## src/rtl/fgen_pkg.sv

```systemverilog
package fgen_pkg;
  localparam int DEF_PER_W = 16;
  localparam int DEF_WIN_W = 20;

  typedef enum logic {
    CORR_SHORTEN = 1'b0,
    CORR_STRETCH = 1'b1
  } corr_dir_e;
endpackage

```

## src/rtl/fgen_window.sv

```systemverilog
module fgen_window
  import fgen_pkg::*;
#(
  parameter int PER_W = DEF_PER_W,
  parameter int WIN_W = DEF_WIN_W,
  localparam int LEN_W = PER_W + 1,
  localparam int ACC_W = WIN_W + 2
) (
  input  logic                   clk,
  input  logic                   rst,
  input  logic                   started_i,
  input  logic                   boundary_i,
  input  logic [PER_W-1:0]       nom_i,
  input  logic [WIN_W-1:0]       win_i,
  input  logic signed [WIN_W:0]  corr_i,
  output logic [LEN_W-1:0]       len_o,
  output logic                   win_start_o
);
  logic [PER_W-1:0] act_nom, sel_nom;
  logic [WIN_W-1:0] act_win, sel_win, pidx_q;
  logic [WIN_W:0]   act_mag, sel_mag, in_mag;
  corr_dir_e        act_dir, sel_dir, in_dir;
  logic [ACC_W-1:0] acc_q, base, sum;
  logic             adj;
  logic [LEN_W-1:0] nom_ext;

  always_comb begin
    in_dir      = corr_i[WIN_W] ? CORR_STRETCH : CORR_SHORTEN;
    in_mag      = corr_i[WIN_W] ? $unsigned(-corr_i) : $unsigned(corr_i);
    win_start_o = !started_i || (pidx_q == act_win - WIN_W'(1));
    sel_nom     = win_start_o ? nom_i  : act_nom;
    sel_win     = win_start_o ? win_i  : act_win;
    sel_mag     = win_start_o ? in_mag : act_mag;
    sel_dir     = win_start_o ? in_dir : act_dir;
    base        = win_start_o ? '0 : acc_q;
    sum         = base + ACC_W'(sel_mag);
    adj         = sum >= ACC_W'(sel_win);
    nom_ext     = LEN_W'(sel_nom);
    if (!adj)                       len_o = nom_ext;
    else if (sel_dir == CORR_SHORTEN) len_o = nom_ext - LEN_W'(1);
    else                            len_o = nom_ext + LEN_W'(1);
  end

  always_ff @(posedge clk) begin
    if (rst) begin
      act_nom <= '0;
      act_win <= '0;
      act_mag <= '0;
      act_dir <= CORR_SHORTEN;
      acc_q   <= '0;
      pidx_q  <= '0;
    end else if (boundary_i) begin
      if (win_start_o) begin
        act_nom <= nom_i;
        act_win <= win_i;
        act_mag <= in_mag;
        act_dir <= in_dir;
        pidx_q  <= '0;
      end else begin
        pidx_q  <= pidx_q + WIN_W'(1);
      end
      acc_q <= adj ? (sum - ACC_W'(sel_win)) : sum;
    end
  end


  acc_bound_chk: assert property (@(posedge clk) disable iff (rst)
    started_i |-> (acc_q < ACC_W'(act_win)));


  pidx_bound_chk: assert property (@(posedge clk) disable iff (rst)
    started_i |-> (pidx_q < act_win));


  settings_hold_chk: assert property (@(posedge clk) disable iff (rst)
    (started_i && !win_start_o) |=> ($stable(act_nom) && $stable(act_win)
                                     && $stable(act_mag) && $stable(act_dir)));
endmodule

```

## src/rtl/fgen_period.sv

```systemverilog
module fgen_period #(
  parameter int LEN_W = 17
) (
  input  logic             clk,
  input  logic             rst,
  input  logic [LEN_W-1:0] len_i,
  input  logic             win_start_i,
  output logic             boundary_o,
  output logic             started_o,
  output logic             wave_o,
  output logic             pstb_o,
  output logic             wstb_o
);
  logic [LEN_W-1:0] cnt_q, len_q;

  assign boundary_o = !started_o || (cnt_q == len_q - LEN_W'(1));

  always_ff @(posedge clk) begin
    if (rst) begin
      started_o <= 1'b0;
      cnt_q     <= '0;
      len_q     <= '0;
      wave_o    <= 1'b0;
      pstb_o    <= 1'b0;
      wstb_o    <= 1'b0;
    end else if (boundary_o) begin
      started_o <= 1'b1;
      cnt_q     <= '0;
      len_q     <= len_i;
      wave_o    <= (len_i >> 1) != '0;
      pstb_o    <= 1'b1;
      wstb_o    <= win_start_i;
    end else begin
      cnt_q     <= cnt_q + LEN_W'(1);
      wave_o    <= (cnt_q + LEN_W'(1)) < (len_q >> 1);
      pstb_o    <= 1'b0;
      wstb_o    <= 1'b0;
    end
  end


  pstb_single_chk: assert property (@(posedge clk) disable iff (rst)
    pstb_o |=> !pstb_o);


  wstb_with_pstb_chk: assert property (@(posedge clk) disable iff (rst)
    wstb_o |-> pstb_o);


  wave_rise_chk: assert property (@(posedge clk) disable iff (rst)
    $rose(wave_o) |-> pstb_o);


  reset_quiet_chk: assert property (@(posedge clk) disable iff (rst)
    $fell(rst) |-> (!wave_o && !pstb_o && !wstb_o));


  first_window_chk: assert property (@(posedge clk) disable iff (rst)
    $fell(rst) |=> (pstb_o && wstb_o));
endmodule

```

## src/rtl/fracgen.sv

```systemverilog
module fracgen
  import fgen_pkg::*;
#(
  parameter int PER_W = DEF_PER_W,
  parameter int WIN_W = DEF_WIN_W,
  localparam int LEN_W = PER_W + 1
) (
  input  logic                  clk,
  input  logic                  rst,
  input  logic [PER_W-1:0]      nom_period_i,
  input  logic [WIN_W-1:0]      win_len_i,
  input  logic signed [WIN_W:0] corr_i,
  output logic                  wave_o,
  output logic                  period_stb_o,
  output logic                  window_stb_o
);
  logic [LEN_W-1:0] next_len;
  logic             win_start, boundary, started;

  fgen_window #(.PER_W(PER_W), .WIN_W(WIN_W)) win_u (
    .clk(clk), .rst(rst), .started_i(started), .boundary_i(boundary),
    .nom_i(nom_period_i), .win_i(win_len_i), .corr_i(corr_i),
    .len_o(next_len), .win_start_o(win_start)
  );

  fgen_period #(.LEN_W(LEN_W)) per_u (
    .clk(clk), .rst(rst), .len_i(next_len), .win_start_i(win_start),
    .boundary_o(boundary), .started_o(started), .wave_o(wave_o),
    .pstb_o(period_stb_o), .wstb_o(window_stb_o)
  );
endmodule

```

## config.mk

```make
export PLATFORM = sky130hd
export DESIGN_NAME = fracgen
export DESIGN_NICKNAME = d
export VERILOG_FILES = /design/src/rtl/fgen_pkg.sv /design/src/rtl/fgen_window.sv /design/src/rtl/fgen_period.sv /design/src/rtl/fracgen.sv
export SDC_FILE = /design/constraint.sdc
export NUM_CORES = 1
export LEC_CHECK = 0
export BUFFER_PORTS_ARGS = -buffer_cell sky130_fd_sc_hd__buf_2
export CAP_MARGIN = 20
export CORE_MARGIN = 2
export CORE_UTILIZATION = 54
export DETAILED_ROUTE_END_ITERATION = 8
export PLACE_DENSITY = 0.72
export SYNTH_ARGS = -nofsm -noshare
export SYNTH_HDL_FRONTEND = slang
export SYNTH_HIERARCHICAL = 1
export SYNTH_SLANG_ARGS = --single-unit
```

## constraint.sdc

```tcl
create_clock -name clk -period 21.7 [get_ports clk]
set_input_delay 0 -clock clk [delete_from_list [all_inputs] [get_ports clk]]
set_output_delay 0 -clock clk [all_outputs]
set_load 0.1 [all_outputs]
```

==> run_results.csv <==
group,metric,value,unit
global_route,first_global_vias,10334,
power,p_leak,5.753,nW
place,pre_cts_ws,13.12,ns
clock_tree,cts_resized,0,
drt,via_count,10948,
synthesis,synthMuxAreaShare,5.867,%
synthesis,ys_ff_latch,138,
floorplanning,coreArea,0.02109,mm^2
cells_and_area,fin_nets,1722,
hold_path,hold_path.class,"input pin to flop",
worst_setup_path,critPathMaxFanout,59,
global_route,track_usage,26.83,%
drt,ant_nets,0,
global_route,top_usage_layer,"met2",
floorplanning,rows,53,
synthesis,synth_top_family_by_area,"simple AND/OR/NAND/NOR gates",
drt,via_per_inst,5.848,
timing,max_freq,0.1135,GHz
timing,setup_viol,0,
worst_setup_path,cp.arrival,9.11,ns
cells_and_area,antenna_cells,0,
global_route,use_met2,41.93,%
place,dp.cells,1766,
synthesis,synthAdderAreaFrac,8.666,%
cells_and_area,fin_util,62.94,%
synthesis,synth-xor-area-share,9.964,%
flow_run,drv_cap,0,
floorplanning,die_area,0.02280,mm^2
worst_setup_path,crit_top_cell,"ha_1",
floorplanning,initial_core_util,55.32,%
global_route,grt.overflow.total,0,
worst_setup_path,critPathMaxStageDelay,0.63,ns
floorplanning,die_x,151.0,um
synthesis,synth_edf_count,0,
global_route,grt_max_degree,85,
place,io_buffers,61,
cells_and_area,syn_to_final_growth,13.77,%
synthesis,ys_seq_area_share,23.68,%
clock_tree,path_clk_slew,0.06,ns
drt,wl_per_cell,16.10,um
global_route,gr-usage-met1,38.62,%
clock_tree,cts_tree,"built",
drt,wl,30130,um
synthesis,syn_area_per_cell,7.783,um^2
clock_tree,cts_inserted_buffers,17,
clock_tree,insertion_delay,0.42,ns
synthesis,ys_types,96,
place,post-dp-hpwl,20940,um
cells_and_area,layout-drive-gt1-share,11.65,%
drt,drt_iter0_drc,852,
power,total_power,1.162,mW
clock_tree,cts.path.max_buffers,2,
timing,setup_tns,0,ns
power,p_per_area,87.58,mW/mm^2
cells_and_area,nFillCells,1854,
global_route,antenna_found_initial,0,
global_route,met3_usage,4.277,%
power,peakVddDrop,0.00006481,V
timing,timing.hold.ws,0.1123,ns
timing,worst_slack,12.89,ns
worst_setup_path,slowest_stage,"or4b_1",
clock_tree,ctsHoldBuffers,74,
synthesis,synthesis.area,0.01167,mm^2
cells_and_area,design_area,0.01327,mm^2
clock_tree,cts_root_buf,"clkbuf_16",
synthesis,synthSimpleGateAreaFrac,24.29,%
timing,period_needed,8.811,ns
worst_setup_path,cp-end-kind,"flop",
synthesis,synthCells,1499,
clock_tree,clock-sinks,138,
worst_setup_path,path_class,"flop to flop",
worst_setup_path,worst_setup_path_start_kind,"flop",
synthesis,synthArstFlopShare,0,%
timing,final.period_utilization,40.60,%
timing,rsz0062_at_grt,"false",
synthesis,synth_compound_area_share,20.36,%
clock_tree,h-tree-depth,4,
clock_tree,cts_setup_buffers,0,
timing,worst_slew_pin_slew,0.9053,ns
drt,drt-pass1-iter-count,5,
timing,clock_skew,0.01121,ns
global_route,grt_pass1_wl,49890,um
synthesis,synth.net_count,1637,
place,place_area,0.01192,mm^2
floorplanning,io-pin-count,62,
worst_setup_path,crit_required,22.00,ns
timing,relSlewSlack,39.65,%
outcome,status,"finished, final reports clean",
floorplanning,fp.dieH,151.0,um
timing,hold_viol_final,0,
synthesis,synth_ff_type,"dfxtp_1",
timing,final_max_slew_viol_count,0,
cells_and_area,layoutNonFillerInstCount,1872,
drt,route.detailed.drc,0,
synthesis,ys_warn_count,6,
place,gp_congestion,0.8903,
## layout make-up
| cell class | instances | area [um^2] | area share (%) |
|---|---|---|---|
| clock buffer | 17 | 425.4 | 3.205 |
| clock inverter | 15 | 190.2 | 1.433 |
| inverter | 86 | 322.8 | 2.432 |
| multi-input combinational | 1194 | 8089 | 60.94 |
| tap | 275 | 344.1 | 2.592 |
| sequential | 138 | 2763 | 20.81 |
| timing repair buffer | 147 | 1139 | 8.578 |
## logic make-up (layout without fill, tap and decap cells)
| family | after synthesis | count (layout) |
|---|---|---|
| buffers and inverters | 167 | 265 |
| adder cells (fa/ha/maj) | 79 | 79 |
| AO/OA/AOI/OAI | 331 | 331 |
| AND/OR/NAND/NOR | 589 | 589 |
| multiplexers | 64 | 64 |
| XOR/XNOR | 131 | 131 |
| flip-flops | 138 | 138 |
## where the power goes
group          total [mW]  internal (mW)  switching, mW
Sequential          0.311          0.280         0.0309
Clock               0.306          0.183          0.122
Combinational       0.546          0.230          0.316
Total                1.16          0.693          0.470
## Yosys cell counts (24+ instances only)
master    count  area (um^2)
nor2_1      181        679.4
nand2_1     174        653.1
dfxtp_1     138         2763
a21oi_1      97        485.5
xnor2_1      87        762.0
inv_1        86        322.8
ha_1         76        950.9
xor2_1       42        367.9
a21o_1       38        285.3
clkbuf_1     38        142.6
nor3_1       38        190.2
mux2_2       35        394.1
o21ai_0      31        155.2
mux2i_1      29        290.3
nor2b_1      29        181.4
nand3_1      28        140.1
and3_1       24        150.1
## state kept, by name, indices dropped and copies added, names as in the netlist, 16 cells and up
name and flops:
per_u/cnt_q 17, per_u/len_q 17, win_u/acc_q 22, win_u/act_mag 21, win_u/act_nom 16, win_u/act_win 20, win_u/pidx_q 20
## worst paths after layout
kind	from	to	slack [ns]	cells past startpoint
max	win_u/act_win[0]	per_u/wave_o	12.89	31
min	corr_i[1]	win_u/act_mag[3]	0.11	5
max reg2reg	win_u/act_win[0]	per_u/wave_o	12.89	31
min reg2reg	win_u/act_dir	win_u/act_dir	0.45	2
## placed cells by master, fill, tap and decap left out, types with 13 or more instances in the layout
cell,n
nor2b_1,29
buf_2,60
nand3_1,28
buf_4,13
a21o_1,38
dlygate4sd3_1,74
xnor2_1,87
dfxtp_1,138
nor2_1,181
nand2_1,173
mux2i_1,29
o21ai_0,31
nor3_1,38
inv_1,86
a21oi_1,97
o32ai_1,17
nor4_1,15
nand4_1,22
and3_1,24
a311oi_1,19
xor2_1,42
ha_1,76
mux2_2,35
o21bai_1,14
a311o_1,15
clkbuf_16,17
## worst max-delay path: cells and delay by family (launching register included)
family	cells	cell delay, ns
buffers and inverters	3	1.00
AND/OR/NAND/NOR	9	1.99
multiplexers	1	0.41
AO/OA/AOI/OAI	15	3.90
flip-flops	1	0.36
adder cells (fa/ha/maj)	3	0.96
## metal layers
metal,vias up,share of wire (%),wire length (um)
met1,5114,49,14780
met5,-,0,0
met4,0,1.4,423
li1,5481,-,-
met3,38,5.6,1679
met2,315,44,13250
Note: power is estimated with default switching activity, not from simulation.
